[config.mk]
export PLATFORM = sky130hd
export DESIGN_NAME = rxdma_dualbuf_tracker
export DESIGN_NICKNAME = d
export VERILOG_FILES = /design/src/rtl/rxdma_pkg.sv /design/src/rtl/rxdma_route.sv /design/src/rtl/rxdma_buf_slot.sv /design/src/rtl/rxdma_ssel_snap.sv /design/src/rtl/rxdma_dualbuf_tracker.sv
export SDC_FILE = /design/constraint.sdc
export NUM_CORES = 1
export LEC_CHECK = 0
export BUFFER_PORTS_ARGS = -buffer_cell sky130_fd_sc_hd__buf_2
export CAP_MARGIN = 15
export CORE_UTILIZATION = 45
export CTS_CLUSTER_DIAMETER = 100
export CTS_CLUSTER_SIZE = 12
export DETAILED_ROUTE_END_ITERATION = 12
export GPL_TIMING_DRIVEN = 1
export PLACE_DENSITY_LB_ADDON = 0.05
export REMOVE_ABC_BUFFERS = 1
export SYNTH_ARGS = -nofsm -noshare
export SYNTH_HDL_FRONTEND = slang
export SYNTH_SLANG_ARGS = --single-unit
[constraint.sdc]
create_clock -name clk -period 6 [get_ports clk]
set_clock_uncertainty 0.2 [all_clocks]
set_input_delay 0.9 -clock clk [delete_from_list [all_inputs] [get_ports clk]]
set_output_delay 0.9 -clock clk [all_outputs]
set_load 0.02 [all_outputs]
[src/rtl/rxdma_pkg.sv]
package rxdma_pkg;
   typedef enum logic {
      BUF_A = 1'b0,
      BUF_B = 1'b1
   } rxdma_buf_e;

   typedef struct packed {
      logic parity;
      logic framing;
      logic overrun;
   } rxdma_flags_t;

   localparam int unsigned RXDMA_NBUF = 2;
endpackage

[src/rtl/rxdma_route.sv]
module rxdma_route
   import rxdma_pkg::*;
#(
   parameter int unsigned CNT_W  = 13,
   parameter int unsigned ADDR_W = 16
) (
   input  logic              rx_valid,
   input  rxdma_buf_e        active,
   input  logic [1:0]        loaded,
   input  logic [CNT_W-1:0]  cnt_a,
   input  logic [CNT_W-1:0]  cnt_b,
   input  logic [ADDR_W-1:0] base_a,
   input  logic [ADDR_W-1:0] base_b,
   output logic              hit,
   output rxdma_buf_e        target,
   output logic [ADDR_W-1:0] addr
);
   logic [CNT_W-1:0]  tgt_cnt;
   logic [ADDR_W-1:0] tgt_base;

   always_comb begin
      if (loaded[active]) begin
         target = active;
      end else begin
         target = (active == BUF_A) ? BUF_B : BUF_A;
      end
      hit      = rx_valid && loaded[target];
      tgt_cnt  = (target == BUF_B) ? cnt_b : cnt_a;
      tgt_base = (target == BUF_B) ? base_b : base_a;
      addr     = tgt_base + ADDR_W'(tgt_cnt);
   end
endmodule

[src/rtl/rxdma_buf_slot.sv]
module rxdma_buf_slot
   import rxdma_pkg::*;
#(
   parameter int unsigned CNT_W      = 13,
   parameter int unsigned FIFO_DEPTH = 4,
   parameter bit          OVF_SAT    = 1'b1
) (
   input  logic             clk,
   input  logic             rst_n,
   input  logic             dma_rst,
   input  logic             wr_en,
   input  logic [CNT_W-1:0] wr_data,
   input  logic             load,
   input  logic             unload,
   input  logic             byte_we,
   input  rxdma_flags_t     flags,
   input  logic [CNT_W-1:0] len,
   output logic [CNT_W-1:0] cnt,
   output logic             loaded,
   output logic [CNT_W-1:0] err_off,
   output logic             last
);
   localparam logic [CNT_W-1:0] BACK = CNT_W'(FIFO_DEPTH);

   logic [CNT_W-1:0] cnt_inc;
   logic [CNT_W-1:0] ovf_off;
   logic [CNT_W-1:0] hit_off;
   logic             err_set;
   logic             err_any;

   assign cnt_inc = cnt + 1'b1;
   assign last    = (cnt_inc == len);
   assign err_any = |flags;

   generate
      if (OVF_SAT) begin : g_sat
         assign ovf_off = (cnt >= BACK) ? (cnt - BACK) : '0;
      end else begin : g_wrap
         assign ovf_off = cnt - BACK;
      end
   endgenerate

   assign hit_off = flags.overrun ? ovf_off : cnt;

   always_ff @(posedge clk or negedge rst_n) begin
      if (!rst_n) begin
         cnt     <= '0;
         loaded  <= 1'b0;
         err_off <= '0;
         err_set <= 1'b0;
      end else if (dma_rst) begin
         cnt     <= '0;
         loaded  <= 1'b0;
         err_off <= '0;
         err_set <= 1'b0;
      end else if (wr_en) begin
         cnt    <= wr_data;
         loaded <= 1'b1;
         if (!loaded) begin
            err_off <= '0;
            err_set <= 1'b0;
         end
      end else if (load) begin
         cnt     <= '0;
         loaded  <= 1'b1;
         err_off <= '0;
         err_set <= 1'b0;
      end else if (unload) begin
         loaded <= 1'b0;
      end else if (byte_we) begin
         cnt <= cnt_inc;
         if (last) begin
            loaded <= 1'b0;
         end
         if (err_any && !err_set) begin
            err_off <= hit_off;
            err_set <= 1'b1;
         end
      end
   end
endmodule

[src/rtl/rxdma_ssel_snap.sv]
module rxdma_ssel_snap #(
   parameter int unsigned CNT_W = 13
) (
   input  logic             clk,
   input  logic             rst_n,
   input  logic             dma_rst,
   input  logic             spi_slave,
   input  logic             ssel_n,
   input  logic [CNT_W-1:0] cur_cnt,
   output logic [CNT_W-1:0] saved
);
   logic ssel_q;
   logic armed;
   logic release_edge;

   assign release_edge = spi_slave && ssel_n && !ssel_q;

   always_ff @(posedge clk or negedge rst_n) begin
      if (!rst_n) begin
         ssel_q <= 1'b1;
         armed  <= 1'b1;
         saved  <= '0;
      end else begin
         ssel_q <= ssel_n;
         if (dma_rst) begin
            armed <= 1'b1;
         end else if (release_edge && armed) begin
            saved <= cur_cnt;
            armed <= 1'b0;
         end
      end
   end
endmodule

[src/rtl/rxdma_dualbuf_tracker.sv]
module rxdma_dualbuf_tracker
   import rxdma_pkg::*;
#(
   parameter int unsigned CNT_W      = 13,
   parameter int unsigned REG_W      = 32,
   parameter int unsigned ADDR_W     = 16,
   parameter int unsigned FIFO_DEPTH = 4,
   parameter bit          OVF_SAT    = 1'b1
) (
   input  logic              clk,
   input  logic              rst_n,
   input  logic              dma_rst,
   input  logic [1:0]        load_req,
   input  logic [1:0]        unload_req,
   input  logic [1:0]        cnt_wr,
   input  logic [CNT_W-1:0]  cnt_wdata,
   input  logic [CNT_W-1:0]  len_a,
   input  logic [CNT_W-1:0]  len_b,
   input  logic [ADDR_W-1:0] base_a,
   input  logic [ADDR_W-1:0] base_b,
   input  logic              rx_valid,
   input  logic              rx_par_err,
   input  logic              rx_frm_err,
   input  logic              rx_ovf_err,
   input  logic              spi_slave,
   input  logic              ssel_n,
   output logic [REG_W-1:0]  rx_cnt_a,
   output logic [REG_W-1:0]  rx_cnt_b,
   output logic [REG_W-1:0]  err_off_a,
   output logic [REG_W-1:0]  err_off_b,
   output logic [REG_W-1:0]  saved_cnt,
   output logic [1:0]        loaded,
   output logic              drop_ovf,
   output logic              mem_we,
   output logic [ADDR_W-1:0] mem_addr,
   output logic              mem_buf
);
   localparam int unsigned NBUF = RXDMA_NBUF;

   generate
      if (CNT_W < 2 || REG_W <= CNT_W || ADDR_W < CNT_W) begin : g_bad_width
         $error("rxdma_dualbuf_tracker: inconsistent widths");
      end
      if (FIFO_DEPTH < 1 || FIFO_DEPTH >= (1 << CNT_W)) begin : g_bad_depth
         $error("rxdma_dualbuf_tracker: FIFO_DEPTH out of range");
      end
   endgenerate

   rxdma_buf_e       active;
   rxdma_buf_e       target;
   logic             hit;
   rxdma_flags_t     flags;
   logic [CNT_W-1:0] cnt_v [NBUF];
   logic [CNT_W-1:0] err_v [NBUF];
   logic [NBUF-1:0]  loaded_v;
   logic [NBUF-1:0]  last_v;
   logic [CNT_W-1:0] snap_v;
   logic [CNT_W-1:0] cur_cnt;

   assign flags   = '{parity: rx_par_err, framing: rx_frm_err, overrun: rx_ovf_err};
   assign cur_cnt = cnt_v[active];

   rxdma_route #(
      .CNT_W (CNT_W),
      .ADDR_W(ADDR_W)
   ) u_route (
      .rx_valid(rx_valid),
      .active  (active),
      .loaded  (loaded_v),
      .cnt_a   (cnt_v[0]),
      .cnt_b   (cnt_v[1]),
      .base_a  (base_a),
      .base_b  (base_b),
      .hit     (hit),
      .target  (target),
      .addr    (mem_addr)
   );

   for (genvar gi = 0; gi < NBUF; gi++) begin : g_slot
      rxdma_buf_slot #(
         .CNT_W     (CNT_W),
         .FIFO_DEPTH(FIFO_DEPTH),
         .OVF_SAT   (OVF_SAT)
      ) u_slot (
         .clk    (clk),
         .rst_n  (rst_n),
         .dma_rst(dma_rst),
         .wr_en  (cnt_wr[gi]),
         .wr_data(cnt_wdata),
         .load   (load_req[gi]),
         .unload (unload_req[gi]),
         .byte_we(hit && (target == rxdma_buf_e'(gi))),
         .flags  (flags),
         .len    ((gi == 0) ? len_a : len_b),
         .cnt    (cnt_v[gi]),
         .loaded (loaded_v[gi]),
         .err_off(err_v[gi]),
         .last   (last_v[gi])
      );
   end

   rxdma_ssel_snap #(
      .CNT_W(CNT_W)
   ) u_snap (
      .clk      (clk),
      .rst_n    (rst_n),
      .dma_rst  (dma_rst),
      .spi_slave(spi_slave),
      .ssel_n   (ssel_n),
      .cur_cnt  (cur_cnt),
      .saved    (snap_v)
   );

   always_ff @(posedge clk or negedge rst_n) begin
      if (!rst_n) begin
         active   <= BUF_A;
         drop_ovf <= 1'b0;
      end else if (dma_rst) begin
         active   <= BUF_A;
         drop_ovf <= 1'b0;
      end else begin
         if (hit) begin
            if (last_v[target]) begin
               active <= (target == BUF_A) ? BUF_B : BUF_A;
            end else begin
               active <= target;
            end
         end
         if (rx_valid && !hit) begin
            drop_ovf <= 1'b1;
         end
      end
   end

   assign rx_cnt_a  = REG_W'(cnt_v[0]);
   assign rx_cnt_b  = REG_W'(cnt_v[1]);
   assign err_off_a = REG_W'(err_v[0]);
   assign err_off_b = REG_W'(err_v[1]);
   assign saved_cnt = REG_W'(snap_v);
   assign loaded    = loaded_v;
   assign mem_we    = hit;
   assign mem_buf   = target;
endmodule

==> impl_results.md <==
* Critical Path Start Type: flip-flop
* CP bufs+invs at 2
* Fraction of registers with async set/reset at 1.00
* Clock latency at the later pin of the worst-skew pair at 0.33 ns
* Number of global-route vias before repair at ~5300
* Tmin final at 5.06 ns
* Count of mapped cells out of synthesis at 772
* Inserted Diodes at 0
* Count of flip-flops with a built-in enable after synthesis at 0
* HP Class: in2async
* Slew headroom at 0.446
* Post-CTS setup buffers at 0
* Crit path top cell by count: nand2_1
* Clk sinks at 73
* Clock tree buffer depth at 2
* RSZ-0062 raised after global routing: no
* Final WL at 19100 um
* Setup CP Type: reg2out
* Number of iterations in the first detailed-routing pass at 5
* Fin crit share at 0.844
* Leakage at 3.57 nW
* CTS tree: yes
* Outcome: complete, no violations
* Reg clk slew, reported paths at 0.06 ns
* NetSw at 0.000603 W
* CP Capture Type: primary output
* Max FO, Critical Path at 31
* DP Area at 0.00707 mm2
* Yosys warnings at 0
* Measured slew at the worst slew-check pin at 0.831 ns
* Vias post-DR at 5780
* Crit-path leading delay family: compound AO/OA/AOI/OAI gates
* Final GP Congestion at 0.861
* Initial Util at 0.466
* Net Sw Frac at 0.350
* Post-DP HPWL at 14200 um
* Setup TNS at 0 ns
* Hold-fix buffer count after cts at 0
* Drt wl/cell at ~17 um
* Met2 Use GR at 0.433
* P per Cell Area at roughly 230 mW/mm2
* GRT Resource Usage Total at 0.254
* Fin. max-slew vios at 0
* Final instance area at 0.00739 mm2
* Design Power at 0.00172 W
* Arrival @ worst endpoint at 3.96 ns
* Worst vdd ir at 0.144 mV
* Die Wd at 123 um
* Worst path required time at slightly below 5 ns
* Max H-tree Level at 3
* Core ar. at around 0.014 mm2
* Layout cells sized above 1 at 0.270
* Register area share after synthesis at 0.279
* # setup viols final at 0
* Post-Syn Area at 0.00655 mm2
* Area Overhead vs Synth at 12.9%
* Drt drc at 0
* Detail Route Antenna Nets at 0
* Cts bufs inserted at 9
* Nets@finish at ~1000
* Crit-path cells: nand2_1 -> o21ai_4 -> buf_4 -> nand2_1 -> o21ai_0 -> ha_1 -> fa_1 -> a211o_1 -> a2111oi_2 -> o311ai_0 -> a31oi_1 -> nor2_1 -> xnor2_1 -> buf_2
* Most frequent cells in the layout: 171 x buf_2, 95 x conb_1, 77 x nand2_1
* Most Crowded Layer GR: met2
* Avg Inst Size Synth at ~8.5 um2
* # IOs at 267
* Critical path's slowest cell: a2111oi_2
* Pin count of the biggest net entering global routing at 66
* Crit path largest cell delay at between 0.4 and 0.5 ns
* Met3 usage at 0.0432
* Post-synthesis cell type count at 70
* Sequential fraction of design power at 0.337
* Die Ht at 123 um
* Top_reg_cell synth: dfrtp_1
* PortBufs at between 150 and 200
* FMAX at ~200 MHz
* Commonest non-fill, non-tap cell in the layout: buf_2
* Row cnt at 43
* Combinational group share of total power at 0.323
* Internal Power at 0.00112 W
* Clk root buf: clkbuf_16
* Fill count at 1318
* Overflow after GRT at 0
* Initial antenna violation count at 0
* Resize count post-CTS at 0
* Starting DRC count in detailed routing at 426
* Vias per std cell at between 5 and 6
* Max Cap Violations at 0
* Yosys reg bits at 73
* Met1 usage at 0.321
* Die area at ~0.015 mm2
* Final hold vios at 0
* Clock power frac at 0.340
* First-pass GRT wire length at 28700 um
## state kept, by name, indices dropped and copies added, names as in the netlist
name / flops
g_slot.u_slot.loaded: 2
u_snap.armed: 1
drop_ovf: 1
u_snap.saved: 13
g_slot.u_slot.err_off: 26
g_slot.u_slot.err_set: 2
active: 1
u_snap.ssel_q: 1
g_slot.u_slot.cnt: 26
## power by group through the flow
stage / Combinational, W / Clock (W) / Sequential (W)
2_1_floorplan: 0.000341 / 0 / 0.000619
3_3_place_gp: 0.000546 / 0 / 0.000588
3_5_place_dp: 0.000553 / 0 / 0.000589
4_1_cts: 0.000556 / 0.000593 / 0.000580
5_1_grt: 0.000607 / 0.000615 / 0.000585
6_report: 0.000556 / 0.000584 / 0.000580
## per-layer routing
metal | wire length (um) | share of wire
met1 | 7780 | 0.41
met2 | 9450 | 0.50
met3 | 1490 | 0.078
met4 | 362 | 0.019
met5 | 0 | 0
## synthesized netlist by cell type, types with 6 or more instances
library cell,number,area share
o21ai_2,11,0.015
xor2_1,24,0.032
mux2i_1,20,0.031
inv_1,16,0.0092
nand4_1,6,0.0057
nor3_1,29,0.022
clkbuf_1,23,0.013
nand2_1,77,0.044
xnor2_1,53,0.071
o21ai_0,29,0.022
nand2b_1,7,0.0067
nand3_1,18,0.014
a21oi_1,45,0.034
nor2_1,52,0.030
ha_1,23,0.044
a211oi_1,8,0.0092
buf_2,12,0.0092
mux2_2,22,0.038
a21o_1,13,0.015
o31ai_1,17,0.019
a31oi_1,9,0.0086
dfrtp_1,71,0.27
buf_4,102,0.12
## worst paths after layout
path | from | to | slack, ns | depth (start not counted)
setup / recovery | active$_DFFE_PN0P_ | mem_addr[14] | 0.94 | 14
hold / removal | rst_n | g_slot[0].u_slot.err_off[10]$_DFFE_PN0P_ | 0.22 | 1
setup reg to reg | g_slot[1].u_slot.cnt[0]$_DFFE_PN0P_ | g_slot[1].u_slot.loaded$_DFFE_PN0P_ | 3.09 | 8
min in group clk | g_slot[0].u_slot.err_off[2]$_DFFE_PN0P_ | g_slot[0].u_slot.err_off[2]$_DFFE_PN0P_ | 0.27 | 2
max in group asynchronous | rst_n | u_snap.saved[3]$_DFFE_PN0P_ | 4.28 | 2
hold reg to reg | g_slot[0].u_slot.err_off[2]$_DFFE_PN0P_ | g_slot[0].u_slot.err_off[2]$_DFFE_PN0P_ | 0.27 | 2
## cells by family after synthesis
group | after synthesis | synth area share
AOI/OAI and AO/OA | 165 | 0.168
xor gates and xnor gates | 77 | 0.103
adders and majority gates | 24 | 0.0470
buffers and inverters | 159 | 0.156
DFF | 73 | 0.279
muxes | 42 | 0.0684
other | 1 | 0.000573
and+or+nand+nor | 231 | 0.178
## metrics by stage
stage | std cells | util | setup slack (ns) | hold WS, ns
after floorplan | 723 | - | 0.928 | 0.251
after global placement | 1079 | 0.503 | 1.34 | 0.258
after detailed placement | 1079 | 0.503 | 1.28 | 0.263
after CTS | 1095 | 0.526 | 0.941 | 0.219
after global routing | 1095 | 0.526 | 0.714 | 0.224
final | 1095 | 0.526 | 0.935 | 0.220
## area by class of cell
type / instances / area (um2) / area share
sequential: 73 / 1830 / 0.247
clock buffer: 13 / 260 / 0.0352
timing repair buffer: 176 / 893 / 0.121
inverter: 16 / 60.1 / 0.00812
tap: 180 / 225 / 0.0305
multi-input combinational: 634 / 4060 / 0.549
clock inverter: 3 / 65.1 / 0.00880
No activity file was read; power rests on OpenSTA's default activity.
